## config.mk

```make
export PLATFORM = sky130hd
export DESIGN_NAME = ctl_ep_buf_tracker
export DESIGN_NICKNAME = d
export VERILOG_FILES = /design/src/rtl/ctl_ep_pkg.sv /design/src/rtl/ctl_ep_cmd_dec.sv /design/src/rtl/ctl_ep_out_side.sv /design/src/rtl/ctl_ep_in_side.sv /design/src/rtl/ctl_ep_buf_tracker.sv
export SDC_FILE = /design/constraint.sdc
export NUM_CORES = 1
export LEC_CHECK = 0
export ABC_AREA = 0
export BUFFER_PORTS_ARGS = -buffer_cell sky130_fd_sc_hd__buf_2
export CAP_MARGIN = 20
export CORE_AREA = 2 2 39 41
export DETAILED_ROUTE_END_ITERATION = 8
export DIE_AREA = 0 0 41 43
export RECOVER_POWER = 25
export SYNTH_ARGS = -nofsm -noshare
export SYNTH_HDL_FRONTEND = slang
export SYNTH_SLANG_ARGS = --single-unit
```

## constraint.sdc

```tcl
create_clock -name clk -period 1 [get_ports clk]
set_input_delay 0.15 -clock clk [delete_from_list [all_inputs] [get_ports clk]]
set_output_delay 0.15 -clock clk [all_outputs]
set_load 0.03 [all_outputs]
```

## src/rtl/ctl_ep_pkg.sv

```systemverilog
package ctl_ep_pkg;

  typedef struct packed {
    logic validate;
    logic clear;
  } cmd_hit_t;

  // Decode one command strobe against the two recognised codes.
  function automatic cmd_hit_t decode_cmd(input logic       valid,
                                          input logic [7:0] code,
                                          input logic [7:0] val_code,
                                          input logic [7:0] clr_code);
    cmd_hit_t h;
    h.validate = valid && (code == val_code);
    h.clear    = valid && (code == clr_code);
    return h;
  endfunction

  // A SETUP overwrites when anything still sits in the OUT buffer
  // after a same-cycle clear has been applied.
  function automatic logic overwrite_hit(input logic setup,
                                         input logic clear,
                                         input logic occupied);
    return setup && !clear && occupied;
  endfunction

endpackage

```

## src/rtl/ctl_ep_cmd_dec.sv

```systemverilog
module ctl_ep_cmd_dec #(
  parameter int CMD_W = 8,
  parameter logic [CMD_W-1:0] VAL_CODE = 8'hFA,
  parameter logic [CMD_W-1:0] CLR_CODE = 8'hF2
) (
  input  logic             cmd_valid,
  input  logic [CMD_W-1:0] cmd_code,
  output logic             is_validate,
  output logic             is_clear
);
  import ctl_ep_pkg::*;
  cmd_hit_t hit;
  always_comb begin
    hit         = decode_cmd(cmd_valid, cmd_code, VAL_CODE, CLR_CODE);
    is_validate = hit.validate;
    is_clear    = hit.clear;
  end
endmodule

```

## src/rtl/ctl_ep_out_side.sv

```systemverilog
module ctl_ep_out_side #(
  parameter int STAT_W = 8
) (
  input  logic              clk,
  input  logic              rst_n,
  input  logic              is_clear,
  input  logic              ev_out_data,
  input  logic              ev_setup,
  output logic              block_validate,
  output logic              ow_mark,
  output logic [STAT_W-1:0] status
);
  import ctl_ep_pkg::*;
  localparam int PAD_W = STAT_W - 1;

  logic occ_q, pend_q, ow_q;
  logic occ_eff, pend_eff, ow_eff;

  // State after a same-cycle clear, before new events are applied.
  always_comb begin
    occ_eff  = is_clear ? 1'b0 : occ_q;
    pend_eff = is_clear ? 1'b0 : pend_q;
    ow_eff   = is_clear ? 1'b0 : ow_q;
  end

  always_ff @(posedge clk) begin
    if (!rst_n) begin
      occ_q  <= 1'b0;
      pend_q <= 1'b0;
      ow_q   <= 1'b0;
      status <= '0;
    end else begin
      occ_q  <= occ_eff | ev_out_data | ev_setup;
      pend_q <= pend_eff | ev_setup;
      ow_q   <= ow_eff | overwrite_hit(ev_setup, is_clear, occ_q | pend_q);
      if (is_clear) status <= {{PAD_W{1'b0}}, ow_q};
    end
  end

  assign block_validate = ow_q | pend_q | ev_setup;
  assign ow_mark        = ow_q;
endmodule

```

## src/rtl/ctl_ep_in_side.sv

```systemverilog
module ctl_ep_in_side (
  input  logic clk,
  input  logic rst_n,
  input  logic is_validate,
  input  logic block_validate,
  input  logic ev_in_token,
  input  logic ev_in_sent,
  input  logic ev_setup,
  output logic full,
  output logic tx_go,
  output logic refused,
  output logic accept_w
);
  logic full_q, tx_q, ref_q;
  logic refuse_w;

  assign accept_w = is_validate && !block_validate;
  assign refuse_w = is_validate &&  block_validate;

  always_ff @(posedge clk) begin
    if (!rst_n) begin
      full_q <= 1'b0;
      tx_q   <= 1'b0;
      ref_q  <= 1'b0;
    end else begin
      if (ev_setup)        full_q <= 1'b0;
      else if (accept_w)   full_q <= 1'b1;
      else if (ev_in_sent) full_q <= 1'b0;
      tx_q  <= ev_in_token && full_q && !ev_setup;
      ref_q <= refuse_w;
    end
  end

  assign full    = full_q;
  assign tx_go   = tx_q;
  assign refused = ref_q;
endmodule

```

## src/rtl/ctl_ep_buf_tracker.sv

```systemverilog
module ctl_ep_buf_tracker #(
  parameter int CMD_W = 8,
  parameter int STAT_W = 8,
  parameter logic [CMD_W-1:0] VAL_CODE = 8'hFA,
  parameter logic [CMD_W-1:0] CLR_CODE = 8'hF2
) (
  input  logic              clk,
  input  logic              rst_n,
  input  logic              cmd_valid,
  input  logic [CMD_W-1:0]  cmd_code,
  input  logic              ev_in_token,
  input  logic              ev_in_sent,
  input  logic              ev_out_data,
  input  logic              ev_setup,
  output logic              in_ready,
  output logic              tx_go,
  output logic              val_refused,
  output logic [STAT_W-1:0] clr_status
);
  // Named internal events, visible to the checker.
  logic is_validate, is_clear, block_validate, ow_mark, accept_w;

  ctl_ep_cmd_dec #(.CMD_W(CMD_W), .VAL_CODE(VAL_CODE), .CLR_CODE(CLR_CODE)) u_dec (
    .cmd_valid(cmd_valid), .cmd_code(cmd_code),
    .is_validate(is_validate), .is_clear(is_clear)
  );

  ctl_ep_out_side #(.STAT_W(STAT_W)) u_out (
    .clk(clk), .rst_n(rst_n), .is_clear(is_clear),
    .ev_out_data(ev_out_data), .ev_setup(ev_setup),
    .block_validate(block_validate), .ow_mark(ow_mark), .status(clr_status)
  );

  ctl_ep_in_side u_in (
    .clk(clk), .rst_n(rst_n), .is_validate(is_validate),
    .block_validate(block_validate), .ev_in_token(ev_in_token),
    .ev_in_sent(ev_in_sent), .ev_setup(ev_setup),
    .full(in_ready), .tx_go(tx_go), .refused(val_refused), .accept_w(accept_w)
  );
endmodule

```

# [Word-level counts from Yosys, hierarchy flattened]
# Cells that the tools add are included.
[word_totals] elab_cells=35 inputBits=15 reg_bits=7
[classes] reduce_logical=13 n_mux=5 eq_ne=2 n_bitwise=8
[ops] cell="$eq 8x8->1 const B" count=2
[ops] cell="$logic_and 1x1->1" count=8
[ops] cell="$or 1x1->1" count=7
[ops] cell="$mux 1" count=5
[ops] cell="$logic_not 1->1" count=3
[ops] cell="$reduce_bool 2->1" count=1
[ops] cell="$reduce_or 2->1" count=1
[ops] cell="$not 1->1" count=1

# [Longest topological paths before layout]
[logic_depth] ltp_word=6 ltp_mapped=4 ltp_nobuf=3

# [Modules after synthesis]
# A second synthesis with hierarchy kept.
[hier_totals] cells_unflattened=37 hier_area_um2=355.3
[by_module_without_submodules] module="ctl_ep_out_side" cells_each=22 n_inst=1 area_each_um2=211.5
[by_module_without_submodules] module="ctl_ep_in_side" cells_each=10 n_inst=1 area_each_um2=112.6
[by_module_without_submodules] module="ctl_ep_cmd_dec" cells_each=5 n_inst=1 area_each_um2=31.3

# [Least setup slack after synthesis]
# No wires, ideal clock.
[synth_timing] path_type="flip-flop to flip-flop" startpoint="register u_out.ow_q, in the netlist u_out.ow_mark" endpoint="register u_in.ref_q, in the netlist u_in.refused" synth_period_minus_slack_ns=0.938 setup_ns=0.114 n_path_buf=0 arrival_time_ns=0.824 path_slack_ns=0.062 path_stages_with_launch=3 cell_sequence="dfxtp_1 -> or3_1 -> nor2b_2"
[synth_via] elab_chain_cells=3
[synth_lines] item="start, declared" line="ctl_ep_out_side.sv:16" source="logic occ_q, pend_q, ow_q;"
[synth_lines] item="start signal, assigned" line="ctl_ep_out_side.sv:35" source="ow_q <= ow_eff | overwrite_hit(ev_setup, is_clear, occ_q | pend_q);"
[synth_lines] item="$or 1x1->1 (2 in series)" line="ctl_ep_out_side.sv:40" source="assign block_validate = ow_q | pend_q | ev_setup;"
[synth_lines] item="$logic_and 1x1->1" line="ctl_ep_in_side.sv:18" source="assign refuse_w = is_validate && block_validate;"
[synth_lines] item="end signal, assigned" line="ctl_ep_in_side.sv:30" source="ref_q <= refuse_w;"
[synth_lines] item="end, declared" line="ctl_ep_in_side.sv:14" source="logic full_q, tx_q, ref_q;"
# Every way passes these cells.
# A chain may end at the register's enable or synchronous reset.

# [Worst setup path in the final report]
# Same ends and word-level chain as after synthesis.

==> flow_metrics.env <==
export IMPL_status="finished, final reports clean"
export IMPL_synth_cell_type_count=19
export IMPL_yosys_area_top_type="dfxtp_1"
export IMPL_grt_max_degree=9
export IMPL_ys_ff_latch=7
export IMPL_ys_seq_area_frac=0.388
export IMPL_clock_fmax_mhz=1040
export IMPL_arrival_ns=1.10
export IMPL_drtIter0Drc=5
export IMPL_dp_hpwl_um=529
export IMPL_combPwrFrac=0.161
export IMPL_routedWlPerCell_um=7.76
export IMPL_path_clk_slew_ns=0.05
export IMPL_drt_wl_total_um=590
export IMPL_layout_nets=76
export IMPL_hold_viol_final=0
export IMPL_utilization=0.344
export IMPL_cp_cell_sequence="or3_4 -> nor2b_2"
export IMPL_synthTopCellsByArea="dfxtp_1 (39%), buf_4 (15%), nand4b_4 (6.6%)"
export IMPL_drive_gt1_frac=0.467
export IMPL_viasPerCell=4.12
export IMPL_start_util=0.261
export IMPL_cp_start_kind="flop"
export IMPL_cp_data_required_time_ns=1.14
export IMPL_worst_slack_ns=0.0410
export IMPL_p_int_uw=484
export IMPL_grt_overflow_total=0
export IMPL_slowest_stage="or3_4"
export IMPL_grt_pass1_wl_um=931
export IMPL_tritoncts="built"
export IMPL_synth_flop_cell="dfxtp_1"
export IMPL_rsz0062_at_grt="no"
export IMPL_antenna_found_initial=0
export IMPL_synth_async_reset_ratio=0
export IMPL_ios=26
export IMPL_seqPwrFrac=0.463
export IMPL_critPathKind="reg -> reg"
export IMPL_cts_max_level=1
export IMPL_peakVddDrop_mv=0.496
export IMPL_post_route_period_util=0.959
export IMPL_synth_area_um2=362
export IMPL_grt_use_total=0.0793
export IMPL_p_clk_frac=0.376
export IMPL_fill_cells=160
export IMPL_die_w_um=41
export IMPL_port_buffers=18
export IMPL_finalMaxSlewViolations=0
export IMPL_synth_edf_count=0
export IMPL_area_growth_pct=31.5
export IMPL_total_power_uw=645
export IMPL_dp_slack_ns=-0.0356
export IMPL_detail_route_antenna_nets=0
export IMPL_synth_top_cells_by_count="buf_4 (7), dfxtp_1 (7), nand2_1 (6)"
export IMPL_cts_root_buf="clkbuf_4"
export IMPL_min_path_type="in -> reg"
export IMPL_setup_viol_count_final=0
export IMPL_cts_sinks=7
export IMPL_yosys_warnings=0
export IMPL_synth_top_area_frac=0.388
export IMPL_cap_violations=0
export IMPL_cts_buffers=3
export IMPL_critPathMaxFanout=3
export IMPL_synthCells=39
export IMPL_dieHeight_um=43
export IMPL_p_switching_uw=161
export IMPL_rows=14
export IMPL_cp_slowest_stage_delay_ns=0.39
export IMPL_grt_pass1_vias=247
export IMPL_first_pass_iters=3
export IMPL_route_detailed_drc=0
export IMPL_p_leak_uw=0.000237
export IMPL_via_count=313
export IMPL_clk_latency_ns=0.24
export IMPL_core_um2=1380
export IMPL_dieArea_um2=1760
export IMPL_p_sw_frac=0.250
export IMPL_p_per_area_nw_per_um2=1360
export IMPL_syn_area_per_cell_um2=9.27
export IMPL_skew_ns=0.00305
export IMPL_n_antenna_cell=0
export IMPL_endpoint_kind="flop"
export IMPL_finalCriticalPeriod_ns=0.959
export IMPL_ctsLongestPathBuffers=2
export IMPL_globalplace_congestion=0.705
==> logic make-up after synthesis <==
kind of cell,synth area share
buffers and inverters,0.170
other,0.0104
multiplexers,0.0277
AND/OR/NAND/NOR,0.294
flip-flops,0.388
AO/OA/AOI/OAI,0.111
==> flip-flops by register name, indices dropped and copies added, names as in the netlist <==
name           flops
u_in.full          1
u_out.status       1
u_in.refused       1
u_out.ow_mark      1
u_out.pend_q       1
u_in.tx_go         1
u_out.occ_q        1
==> metal layers <==
layer,GRT usage,vias to the layer above,share of wire
li1,-,160,-
met1,0.0932,136,0.38
met2,0.109,17,0.50
met3,0.0471,0,0.12
met4,0.0400,0,0
met5,0,-,0
==> power by group through the flow <==
stage / Combinational (µW) / Clock [µW] / Sequential, µW
5_1_grt: 116 / 272 / 300
4_1_cts: 102 / 256 / 298
3_5_place_dp: 102 / 0 / 304
3_3_place_gp: 102 / 0 / 303
6_report: 104 / 242 / 299
2_1_floorplan: 85.6 / 0 / 302
==> final timing paths <==
| check | from | end | slack (ns) | cells past startpoint |
|---|---|---|---|---|
| worst max-delay path | u_out.ow_mark | u_in.refused | 0.04 | 2 |
| worst min-delay path | ev_in_sent | u_in.full | 0.11 | 2 |
| worst max register to register | u_out.ow_mark | u_in.refused | 0.04 | 2 |
| worst min register to register | u_out.occ_q | u_out.occ_q | 0.46 | 2 |
==> repair_timing <==
| item | 4_1_cts | 5_1_grt |
|---|---|---|
| resized for setup | 0 | 1 |
| buffers inserted | 0 | 0 |
| hold endpoints to repair | 0 | 0 |
| hold buffers | 0 | 0 |
| setup endpoints to repair | 0 | 1 |
==> layout make-up <==
| cell class | instances | area (µm²) | area share |
|---|---|---|---|
| well taps | 16 | 20.0 | 0.0421 |
| inverters | 1 | 3.75 | 0.00789 |
| clock buffers | 4 | 26.3 | 0.0553 |
| repair buffers | 19 | 97.6 | 0.205 |
| flip-flops and latches | 7 | 140 | 0.295 |
| multi-input cells | 29 | 188 | 0.395 |
==> cells in the final DEF, fill, tap and decap left out <==
cell type  synthesis  layout
buf_2              1      18
buf_4              7       1
clkbuf_1           0       1
clkbuf_4           0       3
conb_1             1       7
dfxtp_1            7       7
inv_1              1       1
mux2i_1            1       1
nand2_1            6       6
nand3b_1           1       1
nand4b_1           1       1
nand4b_4           1       1
nor2_1             2       2
nor2b_2            1       1
nor3_2             1       1
o21a_1             1       1
o21ai_0            2       2
o21ai_1            2       2
o22ai_2            1       1
or3_4              1       2
==> per-stage QoR <==
stage | instances | cell area (µm²) | hold slack (ns) | setup TNS [ns]
after floorplan | 45 | 384 | 0.262 | 0
after CTS | 76 | 470 | 0.108 | 0
final | 76 | 475 | 0.112 | 0
after global placement | 72 | 444 | 0.366 | -0.0413
after global routing | 76 | 475 | 0.0994 | 0
after detailed placement | 72 | 444 | 0.368 | -0.0723
==> critical path: cells and delay by family (launching register included) <==
kind / cells / cell delay (ns)
simple gates: 2 / 0.54
flops: 1 / 0.32
No activity file was read; power rests on OpenSTA's default activity.
